[src/rtl/dbnc_pkg.sv]
package dbnc_pkg;

  typedef enum logic [1:0] {
    VIEW_NONE  = 2'd0,
    VIEW_PLAIN = 2'd1,
    VIEW_SET   = 2'd2,
    VIEW_CLR   = 2'd3
  } view_e;

  // positions inside a channel byte
  localparam int EN_POS  = 0;
  localparam int RST_POS = 1;
  localparam int SEL_LSB = 4;
  localparam int SEL_W   = 3;

  // longest window in microseconds
  localparam int unsigned LONGEST_US = 256000;

  // window time for a select code; code 7 aliases code 6
  function automatic int unsigned win_time_us(logic [SEL_W-1:0] code);
    int unsigned us;
    case (code)
      3'd0:    us = 500;
      3'd1:    us = 1000;
      3'd2:    us = 16000;
      3'd3:    us = 32000;
      3'd4:    us = 64000;
      3'd5:    us = 128000;
      default: us = LONGEST_US;
    endcase
    return us;
  endfunction

  // window length in ticks, never below one tick
  function automatic int unsigned win_ticks(logic [SEL_W-1:0] code, int unsigned tick_us);
    int unsigned w;
    w = win_time_us(code) / tick_us;
    return (w == 0) ? 1 : w;
  endfunction

endpackage

[src/rtl/dbnc_regs.sv]
module dbnc_regs
  import dbnc_pkg::*;
#(
  parameter int NUM_CH = 8,
  parameter int ADDR_W = 12,
  parameter logic [ADDR_W-1:0] REG_BASE = 'h500,
  parameter logic [ADDR_W-1:0] SET_OFS  = 'h100,
  parameter logic [ADDR_W-1:0] CLR_OFS  = 'h200
) (
  input  logic                          clk,
  input  logic                          rst,
  input  logic                          we,
  input  logic [ADDR_W-1:0]             waddr,
  input  logic [31:0]                   wdata,
  input  logic [ADDR_W-1:0]             raddr,
  input  logic [NUM_CH-1:0]             lvl_sens,
  output logic [31:0]                   rdata,
  output logic [NUM_CH-1:0]             cfg_en,
  output logic [NUM_CH-1:0][SEL_W-1:0]  cfg_sel,
  output logic [NUM_CH-1:0]             chan_rst,
  output view_e                         wr_view
);

  localparam int WORDS = (NUM_CH + 3) / 4;
  localparam int IDX_W = ADDR_W - 2;
  localparam logic [ADDR_W-1:0] SPAN     = ADDR_W'(4 * WORDS);
  localparam logic [ADDR_W-1:0] SET_BASE = REG_BASE + SET_OFS;
  localparam logic [ADDR_W-1:0] CLR_BASE = REG_BASE + CLR_OFS;

  logic [ADDR_W-1:0] off_p, off_s, off_c, off_r;
  logic [IDX_W-1:0]  widx, ridx;
  logic              rhit;
  logic [31:0]       rword;

  // write decode: which view and which word
  always_comb begin
    off_p   = waddr - REG_BASE;
    off_s   = waddr - SET_BASE;
    off_c   = waddr - CLR_BASE;
    wr_view = VIEW_NONE;
    widx    = '0;
    if (we) begin
      if (off_p < SPAN) begin
        wr_view = VIEW_PLAIN;
        widx    = off_p[ADDR_W-1:2];
      end else if (off_s < SPAN) begin
        wr_view = VIEW_SET;
        widx    = off_s[ADDR_W-1:2];
      end else if (off_c < SPAN) begin
        wr_view = VIEW_CLR;
        widx    = off_c[ADDR_W-1:2];
      end
    end
  end

  // per-channel fields
  for (genvar n = 0; n < NUM_CH; n++) begin : g_ch
    localparam int LSB = 8 * (n % 4);
    localparam logic [IDX_W-1:0] WIDX = IDX_W'(n / 4);

    logic [7:0] wb;
    logic       hit;
    logic       en_in;
    assign wb    = wdata[LSB +: 8];
    assign hit   = (wr_view != VIEW_NONE) && (widx == WIDX);
    assign en_in = wb[EN_POS] & lvl_sens[n];

    always_ff @(posedge clk) begin
      if (rst) begin
        cfg_en[n]   <= 1'b0;
        cfg_sel[n]  <= '0;
        chan_rst[n] <= 1'b0;
      end else begin
        chan_rst[n] <= 1'b0;
        if (hit) begin
          case (wr_view)
            VIEW_PLAIN: begin
              cfg_en[n]   <= en_in;
              cfg_sel[n]  <= wb[SEL_LSB +: SEL_W];
              chan_rst[n] <= wb[RST_POS];
            end
            VIEW_SET: begin
              cfg_en[n]   <= cfg_en[n] | en_in;
              cfg_sel[n]  <= cfg_sel[n] | wb[SEL_LSB +: SEL_W];
              chan_rst[n] <= wb[RST_POS];
            end
            VIEW_CLR: begin
              cfg_en[n]   <= cfg_en[n] & ~wb[EN_POS];
              cfg_sel[n]  <= cfg_sel[n] & ~wb[SEL_LSB +: SEL_W];
            end
            default: ;
          endcase
        end
      end
    end
  end

  // read path: plain view only, registered
  always_comb begin
    off_r = raddr - REG_BASE;
    rhit  = off_r < SPAN;
    ridx  = off_r[ADDR_W-1:2];
    rword = '0;
    if (rhit) begin
      for (int n = 0; n < NUM_CH; n++) begin
        if (ridx == IDX_W'(n / 4)) begin
          rword[8*(n%4) +: 8] = {1'b0, cfg_sel[n], 3'b000, cfg_en[n]};
        end
      end
    end
  end

  always_ff @(posedge clk) begin
    if (rst) rdata <= '0;
    else     rdata <= rword;
  end

endmodule

[src/rtl/dbnc_chan.sv]
module dbnc_chan
  import dbnc_pkg::*;
#(
  parameter int unsigned TICK_US = 500,
  parameter int unsigned SETTLE  = 3
) (
  input  logic             clk,
  input  logic             rst,
  input  logic             raw,
  input  logic             tick,
  input  logic             en,
  input  logic [SEL_W-1:0] sel,
  input  logic             cnt_rst,
  output logic             filt
);

  localparam int unsigned MAX_TICKS = win_ticks(3'd7, TICK_US);
  localparam int CNT_W = $clog2(MAX_TICKS + 1);
  localparam int SET_W = $clog2(SETTLE + 1);

  logic             s1, s2;
  logic [CNT_W-1:0] cnt;
  logic [CNT_W-1:0] win;
  logic [CNT_W:0]   nxt;
  logic [SET_W-1:0] settle;

  assign win = CNT_W'(win_ticks(sel, TICK_US));
  assign nxt = {1'b0, cnt} + 1'b1;

  always_ff @(posedge clk) begin
    if (rst) begin
      s1     <= 1'b0;
      s2     <= 1'b0;
      filt   <= 1'b0;
      cnt    <= '0;
      settle <= '0;
    end else begin
      s1 <= raw;
      s2 <= s1;
      if (!en) begin
        filt   <= s2;
        cnt    <= '0;
        settle <= '0;
      end else if (cnt_rst) begin
        cnt    <= '0;
        settle <= SET_W'(SETTLE);
      end else if (settle != '0) begin
        cnt    <= '0;
        settle <= settle - 1'b1;
      end else if (s2 == filt) begin
        cnt <= '0;
      end else if (tick) begin
        if (nxt >= {1'b0, win}) begin
          filt <= s2;
          cnt  <= '0;
        end else begin
          cnt <= nxt[CNT_W-1:0];
        end
      end
    end
  end

endmodule

[src/rtl/dbnc_bank.sv]
module dbnc_bank
  import dbnc_pkg::*;
#(
  parameter int NUM_CH = 8,
  parameter int ADDR_W = 12,
  parameter logic [ADDR_W-1:0] REG_BASE = 'h500,
  parameter logic [ADDR_W-1:0] SET_OFS  = 'h100,
  parameter logic [ADDR_W-1:0] CLR_OFS  = 'h200,
  parameter int unsigned TICK_US = 500,
  parameter int unsigned SETTLE  = 3
) (
  input  logic              clk,
  input  logic              rst,
  input  logic              reg_we,
  input  logic [ADDR_W-1:0] reg_waddr,
  input  logic [31:0]       reg_wdata,
  input  logic [ADDR_W-1:0] reg_raddr,
  output logic [31:0]       reg_rdata,
  input  logic              tick,
  input  logic [NUM_CH-1:0] lvl_sens,
  input  logic [NUM_CH-1:0] raw_in,
  output logic [NUM_CH-1:0] filt_out
);

  logic [NUM_CH-1:0]            cfg_en;
  logic [NUM_CH-1:0][SEL_W-1:0] cfg_sel;
  logic [NUM_CH-1:0]            chan_rst;
  logic [NUM_CH-1:0]            en_eff;
  view_e                        wr_view;

  dbnc_regs #(
    .NUM_CH(NUM_CH), .ADDR_W(ADDR_W),
    .REG_BASE(REG_BASE), .SET_OFS(SET_OFS), .CLR_OFS(CLR_OFS)
  ) u_regs (
    .clk(clk), .rst(rst),
    .we(reg_we), .waddr(reg_waddr), .wdata(reg_wdata),
    .raddr(reg_raddr), .lvl_sens(lvl_sens), .rdata(reg_rdata),
    .cfg_en(cfg_en), .cfg_sel(cfg_sel), .chan_rst(chan_rst),
    .wr_view(wr_view)
  );

  assign en_eff = cfg_en & lvl_sens;

  for (genvar n = 0; n < NUM_CH; n++) begin : g_chan
    dbnc_chan #(.TICK_US(TICK_US), .SETTLE(SETTLE)) u_chan (
      .clk(clk), .rst(rst),
      .raw(raw_in[n]), .tick(tick),
      .en(en_eff[n]), .sel(cfg_sel[n]), .cnt_rst(chan_rst[n]),
      .filt(filt_out[n])
    );
  end

endmodule

[config.mk]
export PLATFORM = sky130hd
export DESIGN_NAME = dbnc_bank
export DESIGN_NICKNAME = d
export VERILOG_FILES = /design/src/rtl/dbnc_pkg.sv /design/src/rtl/dbnc_regs.sv /design/src/rtl/dbnc_chan.sv /design/src/rtl/dbnc_bank.sv
export SDC_FILE = /design/constraint.sdc
export NUM_CORES = 1
export LEC_CHECK = 0
export BUFFER_PORTS_ARGS = -buffer_cell sky130_fd_sc_hd__buf_4
export CAP_MARGIN = 20
export CORE_MARGIN = 2
export CORE_UTILIZATION = 40
export CTS_CLUSTER_DIAMETER = 80
export DETAILED_ROUTE_END_ITERATION = 6
export PLACE_DENSITY = 0.54
export SYNTH_ARGS = -nofsm -noshare
export SYNTH_HDL_FRONTEND = slang
export SYNTH_SLANG_ARGS = --single-unit
[constraint.sdc]
create_clock -name clk -period 9.5 [get_ports clk]
set_clock_uncertainty 0.05 [all_clocks]
set_input_delay 1.9 -clock clk [delete_from_list [all_inputs] [get_ports clk]]
set_output_delay 1.9 -clock clk [all_outputs]
set_load 0.01 [all_outputs]
### Word level (Yosys, flattened, before mapping)

Cells that the tools add are included.

| word-level totals | value |
|---|---|
| bits in registers | 192 |
| bits in latches | 0 |
| memory bits (writable) | 0 |
| bits in read-only memories | 0 |
| input bits | 76 |
| output and inout bits | 40 |
| memories kept | 0 |

| cells by class | value |
|---|---|
| add/subtract/negate cells | 20 |
| $mul | 0 |
| div/mod/pow operators | 8 |
| magnitude comparators | 12 |
| equal/unequal tests | 93 |
| shifts and indexed selects | 0 |
| multiplexer cells | 124 |
| bitwise gates (word level) | 60 |
| reduce and logical (&&, ||, !) cells | 69 |

Operator list:

| cell | count |
|---|---|
| $pmux W18 S6 | 8 |
| $div A32 B9 Y32 const B | 8 |
| $logic_not A32 Y1 | 8 |
| $mux W10 | 20 |
| $add A10 B1 Y11 const B | 8 |
| $ge A11 B10 Y1 | 8 |
| $pmux W3 S3 | 8 |
| $ne A2 B2 Y1 const B | 32 |
| $mux W7 | 8 |
| $mux W1 | 52 |
| $eq A3 B2 Y1 const B | 16 |
| $eq A3 B3 Y1 const B | 16 |
| $lt A12 B4 Y1 const B | 4 |
| $sub A12 B11 Y12 const B | 4 |
| $mux W2 | 20 |
| $reduce_and A5 Y1 | 8 |
| $reduce_or A5 Y1 | 8 |
| $reduce_bool A2 Y1 | 17 |
| $and A3 B3 Y3 | 8 |
| $eq A3 B1 Y1 const B | 8 |
| $logic_not A3 Y1 | 8 |
| $or A3 B3 Y3 | 8 |
| $pmux W1 S3 | 8 |
| $reduce_or A2 Y1 | 12 |
| 16 further kinds | 81 |

### Longest topological paths before layout

Gate-level depths: netlist of the first run.

| logic depth | value |
|---|---|
| depth after elaboration | 12 |
| gate-level depth with buffers | 13 |
| depth with buffers taken out | 13 |

### Hierarchy

A second synthesis of the first run with hierarchy kept.

| unflattened totals | value |
|---|---|
| cell total of the unflattened synthesis | 5,727 |
| area total of the unflattened synthesis | 41,660.0 um^2 |

By module, submodules not included:

| module | times used | cells an instance | area an instance (um^2) | seq. area each (um^2) |
|---|---|---|---|---|
| dbnc_chan (g_chan[0].u_chan ...) | 7 | 685 | 4,911.0 | 300.3 |
| dbnc_chan (g_chan[7].u_chan) | 1 | 613 | 4,236.6 | 300.3 |
| dbnc_regs | 1 | 311 | 2,996.6 | 1,121.1 |
| dbnc_bank | 1 | 8 | 50.0 | 0.0 |

### Worst setup path after synthesis of the first run

OpenSTA, ideal clock, no wires.

| timing | value |
|---|---|
| kind | input-to-reg |
| from | in reg_waddr[9] |
| to | reg u_regs.cfg_sel[10] in the netlist's numbering |
| data arrival time | 4.127 ns |
| data required time | 9.364 ns |
| slack | 5.237 ns |
| cell stages on the path | 13 |
| path buffers | 2 |
| cell sequence | inv_1 -> ha_1 -> a211o_1 -> nand4_1 -> and2_1 -> nand2_1 -> inv_1 -> ha_1 -> clkbuf_1 -> buf_1 -> xor2_1 -> nor2_1 -> a211oi_1 |

| between the ends | value |
|---|---|
| word-level cells in the longest chain between the ends | 9 |
| elaborated cells between the ends (all ways) | 23 |

Ends and longest elaborated chain:

| what | line | RTL |
|---|---|---|
| from (decl) | dbnc_bank.sv:15 | `input logic [ADDR_W-1:0] reg_waddr,` |
| $sub A12 B11 Y12 | dbnc_regs.sv:39 | `off_c = waddr - CLR_BASE;` |
| $lt A12 B4 Y1 | dbnc_regs.sv:49 | `end else if (off_c < SPAN) begin` |
| $mux W2 / $mux W10 (equally long branches) | dbnc_regs.sv:49 |  |
| $mux W2 / $mux W10 (equally long branches) | dbnc_regs.sv:46 | `end else if (off_s < SPAN) begin` |
| $mux W2 / $mux W10 (equally long branches) | dbnc_regs.sv:43 | `if (off_p < SPAN) begin` |
| $mux W2 / $mux W10 (equally long branches) | dbnc_regs.sv:42 | `if (we) begin` |
| $eq A2 B2 Y1 (tied with other cells) | dbnc_regs.sv:76 | `case (wr_view)` |
| $reduce_bool A3 Y1 (no line) / $logic_and A1 B1 Y1 (equally long branches) | - |  |
| $reduce_and A2 Y1 (no line) | - |  |
| to (signal, indexed assignment) | dbnc_regs.sv:79 | `cfg_sel[n] <= wb[SEL_LSB +: SEL_W];` |
| to (signal, indexed assignment) | dbnc_regs.sv:84 | `cfg_sel[n] <= cfg_sel[n] \| wb[SEL_LSB +: SEL_W];` |
| to (signal, indexed assignment) | dbnc_regs.sv:89 | `cfg_sel[n] <= cfg_sel[n] & ~wb[SEL_LSB +: SEL_W];` |
| to (decl) | dbnc_regs.sv:19 | `output logic [NUM_CH-1:0][SEL_W-1:0] cfg_sel,` |

Parallel ways exist; a longest one is shown, timed or not.
A chain may end at the register's enable or synchronous reset.

### Worst setup path after layout of the first run

| timing | value |
|---|---|
| from | in reg_waddr[9] |
| to | reg u_regs.cfg_sel[19] in the netlist's numbering |

| between the ends | value |
|---|---|
| word-level cells in the longest chain between the ends | 9 |
| elaborated cells between the ends (all ways) | 23 |

Ends and longest elaborated chain:

| what | line | RTL |
|---|---|---|
| $sub A12 B11 Y12 | dbnc_regs.sv:39 |  |
| $lt A12 B4 Y1 | dbnc_regs.sv:49 |  |
| $mux W10 / $mux W2 (equally long branches) | dbnc_regs.sv:49 |  |
| $mux W10 / $mux W2 (equally long branches) | dbnc_regs.sv:46 |  |
| $mux W10 / $mux W2 (equally long branches) | dbnc_regs.sv:43 |  |
| $mux W10 / $mux W2 (equally long branches) | dbnc_regs.sv:42 |  |
| $eq A10 B1 Y1 (tied with other cells) | dbnc_regs.sv:65 | `assign hit = (wr_view != VIEW_NONE) && (widx == WIDX);` |
| $logic_and A1 B1 Y1 / $reduce_bool A3 Y1 (equally long branches) | - |  |
| $reduce_and A2 Y1 (no line) | - |  |

Parallel ways exist; a longest one is shown, timed or not.

==> flow_summary.yaml, run 1 <==
routing:
  wl_per_cell_um: 15.1
  drc: 0
  postRouteAntennaNets: 0
  via_per_inst: 5.30
  vias: 9289
  dr.pass1.iters: 5
  wl_um: 26400
  drt_iter0_drc: 441
pwr:
  switching_share: 0.231
  ir_drop_uv: 111
  power_density_mw_per_mm2: 129
  p_clk_frac: 0.494
  leakage_uw: 0.00516
  internal_power_uw: 1250
  p_sw_uw: 375
  pwr-share-comb: 0.047
  p_seq_frac: 0.458
  total_power_uw: 1620
yosys:
  synth_area_leaders: "dfxtp_1, ha_1, nand2_1"
  synth-seq-area-share: 0.319
  netlist_area_mm2: 0.0110
  synth_cell_types: 68
  ys_dominant_reg_cell: "dfxtp_1"
  synth-seq-cells: 176
  synth_top_area_cell: "dfxtp_1"
  ys_warn_count: 0
  synth-edff-count: 0
  netlist.area_leader.share: 0.319
  syn_inst: 1318
  async_flop_share: 0
  avgSynthCellArea_um2: 8.37
clocking:
  post-cts-setup-buffers: 0
  numCtsBuffers: 17
  cts_resized: 0
  cts_tree: "built"
  clockRootBuffer: "clkbuf_16"
  cts_sinks: 176
  htreeDepth: 4
  holdBufCountCts: 0
  clock_latency_ns: 0.45
  clk_pin_slew_ns: 0.07
  clockBufferDepth: 2
finish:
  n_fill_cell: 2728
  area_growth_pct: 14.0
  ff_latch_area_mm2: 0.00352
  antenna_cells: 0
  multiInputGateArea_mm2: 0.00710
  fin_nets: 1582
  final_layout_size_suffix_gt1_frac: 0.119
  finalNonFillerCells: 1754
run:
  maxCapViolCount: 0
global_routing:
  antenna_found_initial: 1
  grtUsageTotal: 0.189
  grt_pass1_wl_um: 43800
  grt_pass1_vias: 8879
  grt_max_degree: 73
  gr-total-overflow: 0
setup_path:
  worstSetupPathType: "in2reg"
  crit_path_max_fanout: 12
  cp_cell_sequence: "buf_4, ha_1, xnor2_1, o221ai_1, a21boi_1, inv_1, ha_1, a221o_1, nor4_4, a21oi_1, a211oi_2"
  required_ns: 9.81
  cp-start-kind: "primary input"
  critPathMaxStageDelay_ns: 0.87
  cpMaxStageDelayCell: "nor4_4"
  crit_path_end_kind: "flop"
  crit_arrival_ns: 4.98
  cp_common_cell: "ha_1"
  crit_start: "reg_waddr[9]"
  r2r-start: "g_chan[4].u_chan.cnt[0]"
placement:
  gp_congestion: 0.803
  place.detailed.hpwl_um: 19300
  dpl.cell_count: 1722
  port_buffers: 83
run_status:
  outcome: "completed"
sta:
  hold_violations: 0
  min_period_ns: 4.67
  setup_viol: 0
  fmax_mhz: 214
  slew_headroom: 0.307
  hold_slack_ns: 0.387
  tns_ns: 0
  worstMarginPinSlew_ns: 1.04
  fin_crit_sh: 0.492
  drv_slew: 0
  rsz0062_at_grt: "no"
floorplanning:
  die_x_um: 170
  fp.dieH_um: 170
  rows: 60
  start_util: 0.408
  core_area_mm2: 0.0270
  die_area_mm2: 0.0289
  ios: 116
min_path:
  hold_path.class: "reg2reg"
  hold_start: "g_chan[0].u_chan.s1"
synthesized netlist by cell type (6+ instances only):
master,count
buf_4,25
o211ai_1,17
nor3_1,9
xor2_1,35
clkbuf_1,29
nand2b_1,39
nor3b_1,9
nand3b_1,21
o22ai_1,9
a211oi_2,12
xnor2_1,45
or3b_2,16
a21o_1,10
dfxtp_1,176
a21oi_1,76
and3_1,23
or2_2,10
nand3_1,65
mux2i_1,29
nor2_1,115
a22o_1,6
nand2_1,140
o21ai_0,43
a211oi_1,19
o21ai_1,7
nor2b_1,25
inv_1,59
o21a_1,12
or3_1,11
ha_1,106
nand4_1,13
a32o_1,7
nor4_1,13
logic make-up (layout without fill, tap and decap cells):
family / Yosys count / after routing / synth area share
flip-flops: 176 / 176 / 0.319
buffers and inverters: 121 / 178 / 0.0509
XOR/XNOR: 80 / 80 / 0.0635
adder cells (fa/ha/maj): 106 / 106 / 0.120
other: 2 / 40 / 0.000680
AND/OR/NAND/NOR: 531 / 531 / 0.247
AO/OA/AOI/OAI: 273 / 273 / 0.172
multiplexers: 29 / 29 / 0.0263
per-stage QoR:
step	util	cell area (um^2)	worst slack [ns]
6_report	0.466	12600	4.83
3_3_place_gp	0.441	11900	4.31
3_5_place_dp	0.441	11900	4.32
2_1_floorplan	-	11200	5.24
4_1_cts	0.466	12600	4.77
5_1_grt	0.466	12600	4.54
metal layers:
layer,vias to the layer above,part of all wire,GRT usage
li1,4803,-,-
met1,4332,0.48,0.249
met2,128,0.47,0.314
met3,24,0.035,0.0351
met4,2,0.014,0.0557
met5,-,0.00061,0
cell type report:
cell class	instances	share of cell area
multi-input cells	1059	0.564
flip-flops and latches	176	0.280
repair buffers	87	0.0519
clock buffers	18	0.0341
well taps	341	0.0339
clock inverters	14	0.0182
inverters	59	0.0176
cell usage in the layout (no fill, tap or decap), types with 10 or more instances in the layout:
| cell | instances |
|---|---|
| inv_1 | 59 |
| nand3_1 | 65 |
| clkbuf_16 | 17 |
| nand3b_1 | 21 |
| nand2_1 | 140 |
| buf_4 | 87 |
| dfxtp_1 | 176 |
| xnor2_1 | 45 |
| and3_1 | 23 |
| a21oi_1 | 76 |
| or3_1 | 11 |
| o21a_1 | 12 |
| nor2_1 | 115 |
| a21o_1 | 10 |
| nand4_1 | 13 |
| a211oi_1 | 19 |
| nor2b_1 | 25 |
| nor4_1 | 13 |
| o21ai_0 | 43 |
| conb_1 | 40 |
| xor2_1 | 35 |
| o211ai_1 | 17 |
| or3b_2 | 16 |
| ha_1 | 106 |
| a211oi_2 | 12 |
| nand2b_1 | 39 |
| mux2i_1 | 29 |
| or2_2 | 10 |
worst max-delay path: cells and delay by family:
kind                       cells  cell delay (ns)
AOI/OAI and AO/OA              5             1.22
adders and majority gates      2             0.46
xor gates and xnor gates       1             0.25
buffers and inverters          2             0.26
and+or+nand+nor                1             0.87
power groups by stage:
stage	clock (uW)	sequential, uW	combinational, uW
finish	802	744	76.6
global route	853	744	85.2
CTS	825	744	76.8
detailed placement	0	761	76.4
global placement	0	761	75.8
floorplan	0	760	46.1
path summary, 6_finish.rpt:
kind	endpoint	slack (ns)	depth (start not counted)
setup / recovery	u_regs.cfg_sel[19]	4.83	11
hold / removal	g_chan[0].u_chan.s2	0.39	1
setup reg to reg	g_chan[4].u_chan.cnt[4]	5.96	13
hold reg to reg	g_chan[0].u_chan.s2	0.39	1
sequential cells by signal, summed over array words and instances, names as in the netlist, 16 cells and up:
name,count
g_chan.u_chan.cnt,80
g_chan.u_chan.settle,16
u_regs.cfg_sel,24
u_regs.rdata,16
Power figures use the tool's default switching activity.
==> run 2, diff against run 1 <==
Clock period 9.5 ns to 4.45 ns, I/O delays scaled along.
==> run 2 against run 1 <==
  * Worst hold slack got worse by 0.0012 ns
  * Combinational power up 110%
  * Cell count grew 0.11%
  * Register-to-register slack lost 5.1 ns
  * Largest power group is now sequential cells
  * Critical endpoint is now g_chan[7].u_chan.cnt[3]
  * Critical path type is now reg2reg
==> flow_summary.yaml, run 2 (synthesis gave the netlist of run 1 again) <==
sta:
  slew_headroom: 0.360
  hold_slack_ns: 0.386
  drv_slew: 0
  worstMarginPinSlew_ns: 0.958
  min_period_ns: 3.56
  tns_ns: 0
  rsz0062_at_grt: "no"
  hold_violations: 0
  fmax_mhz: 281
  fin_crit_sh: 0.801
  setup_viol: 0
global_routing:
  antenna_found_initial: 0
  grt_max_degree: 73
  grt_pass1_vias: 8700
  grtUsageTotal: 0.188
  gr-total-overflow: 0
  grt_pass1_wl_um: 43900
pwr:
  leakage_uw: 0.00514
  ir_drop_uv: 235
  power_density_mw_per_mm2: 259
clocking:
  clockRootBuffer: "clkbuf_16"
  clock_latency_ns: 0.43
  numCtsBuffers: 17
  clk_pin_slew_ns: 0.07
  post-cts-setup-buffers: 0
  cts_sinks: 176
  holdBufCountCts: 0
  cts_resized: 0
  htreeDepth: 4
  cts_tree: "built"
  clockBufferDepth: 2
finish:
  antenna_cells: 0
  final_layout_size_suffix_gt1_frac: 0.120
  layout_commonest_cell: "dfxtp_1"
  area_growth_pct: 13.5
  finalNonFillerCells: 1756
  fin_nets: 1585
  final_cell_mix: "dfxtp_1, nand2_1, nor2_1"
  postLayoutCellArea_mm2: 0.0125
  reg_top3: "g_chan.u_chan.cnt (80), u_regs.cfg_sel (24)"
  largest_reg_flops: 80
  regMostFlops: "g_chan.u_chan.cnt"
setup_path:
  worstSetupPathType: "reg2reg"
  cp_common_cell: "ha_1"
  crit_arrival_ns: 3.86
  crit_path_max_fanout: 9
  cp_cell_sequence: "ha_1, and3_1, and3_4, xor2_1, ha_1, nand2_1, nor2_1, a2111oi_0, a21oi_1, or2_1, or3_1, o31ai_2"
  crit_path_end_kind: "flop"
  critPathMaxStageDelay_ns: 0.47
  r2r-start: "g_chan[7].u_chan.cnt[0]"
  reg2reg_setup_slack_ns: 0.89
  cp-start-kind: "flop"
  cpMaxStageDelayCell: "or3_1"
  r2r_cells: 12
  required_ns: 4.75
  r2r-end: "g_chan[7].u_chan.cnt[3]"
routing:
  postRouteAntennaNets: 0
  dr.pass1.iters: 5
  wl_per_cell_um: 15.1
  drc: 0
  via_per_inst: 5.28
  vias: 9265
  drt_iter0_drc: 412
  wl_um: 26500
run:
  maxCapViolCount: 0
floorplanning:
  core_area_mm2: 0.0270
  ios: 116
  start_util: 0.408
  fp.dieH_um: 170
  die_area_mm2: 0.0289
  rows: 60
  die_x_um: 170
min_path:
  hold_end: "g_chan[5].u_chan.s2"
  hold_depth: 1
  hold_start: "g_chan[5].u_chan.s1"
  hold_path.class: "reg2reg"
run_status:
  outcome: "completed"
placement:
  port_buffers: 83
  gp_congestion: 0.818
  dpl.cell_count: 1725
  place.detailed.hpwl_um: 19500
  dpl_cell_area_mm2: 0.0119
==> run 2: changes by cell type in the layout (fill, tap and decap cells not counted) <==
cell        before  now
bufinv_16        5    1
buf_4           87   90
clkinvlp_4       2    3
clkbuf_8         0    3
clkinv_2         0    1
inv_6            3    1
==> run 2: how the worst max path moves through the flow <==
stage | cells past startpoint | startpoint | to
5_1_grt | 12 | g_chan[7].u_chan.cnt[0] | g_chan[7].u_chan.cnt[3]
6_report | 12 | g_chan[7].u_chan.cnt[0] | g_chan[7].u_chan.cnt[3]
2_1_floorplan | 13 | reg_waddr[9] | u_regs.cfg_sel[10]
3_5_place_dp | 13 | reg_waddr[9] | u_regs.cfg_en[4]
3_3_place_gp | 13 | reg_waddr[9] | u_regs.cfg_en[4]
4_1_cts | 12 | g_chan[7].u_chan.cnt[0] | g_chan[7].u_chan.cnt[3]
==> run 2: through the flow <==
stage | total power, uW | setup slack (ns) | util
detailed placement | 1790 | 0.659 | 0.442
finish | 3240 | 0.887 | 0.463
global route | 3360 | 0.607 | 0.463
CTS | 3290 | 0.905 | 0.463
global placement | 1790 | 0.720 | 0.442
floorplan | 1720 | 1.20 | -
==> run 2: area by class of cell <==
type                    instances  area, um^2
fillers                      2704       14500
multi-input cells            1059        7100
flip-flops and latches        176        3520
repair buffers                 90         676
clock buffers                  21         470
well taps                     341         427
inverters                      59         221
clock inverters                10         104
==> run 2: metal layers <==
metal  routed length (um)  global-route usage  part of all wire
met1                12700               0.248              0.48
met2                12600               0.320              0.48
met3                  862              0.0328             0.033
met4                  299              0.0412             0.011
met5                    0                   0                 0
==> run 2: where the power goes <==
part	internal, uW	switching (uW)	total [uW]
logic	71.3	91.3	163
clock network	821	670	1490
registers	1580	5.47	1590
total	2470	767	3240
==> run 2: worst max-delay path: cells and delay by family (launching register included) <==
kind / cells / cell delay (ns)
flops: 1 / 0.43
compound gates: 3 / 0.95
xor+xnor: 1 / 0.16
fa+ha+maj: 2 / 0.55
simple gates: 6 / 1.33
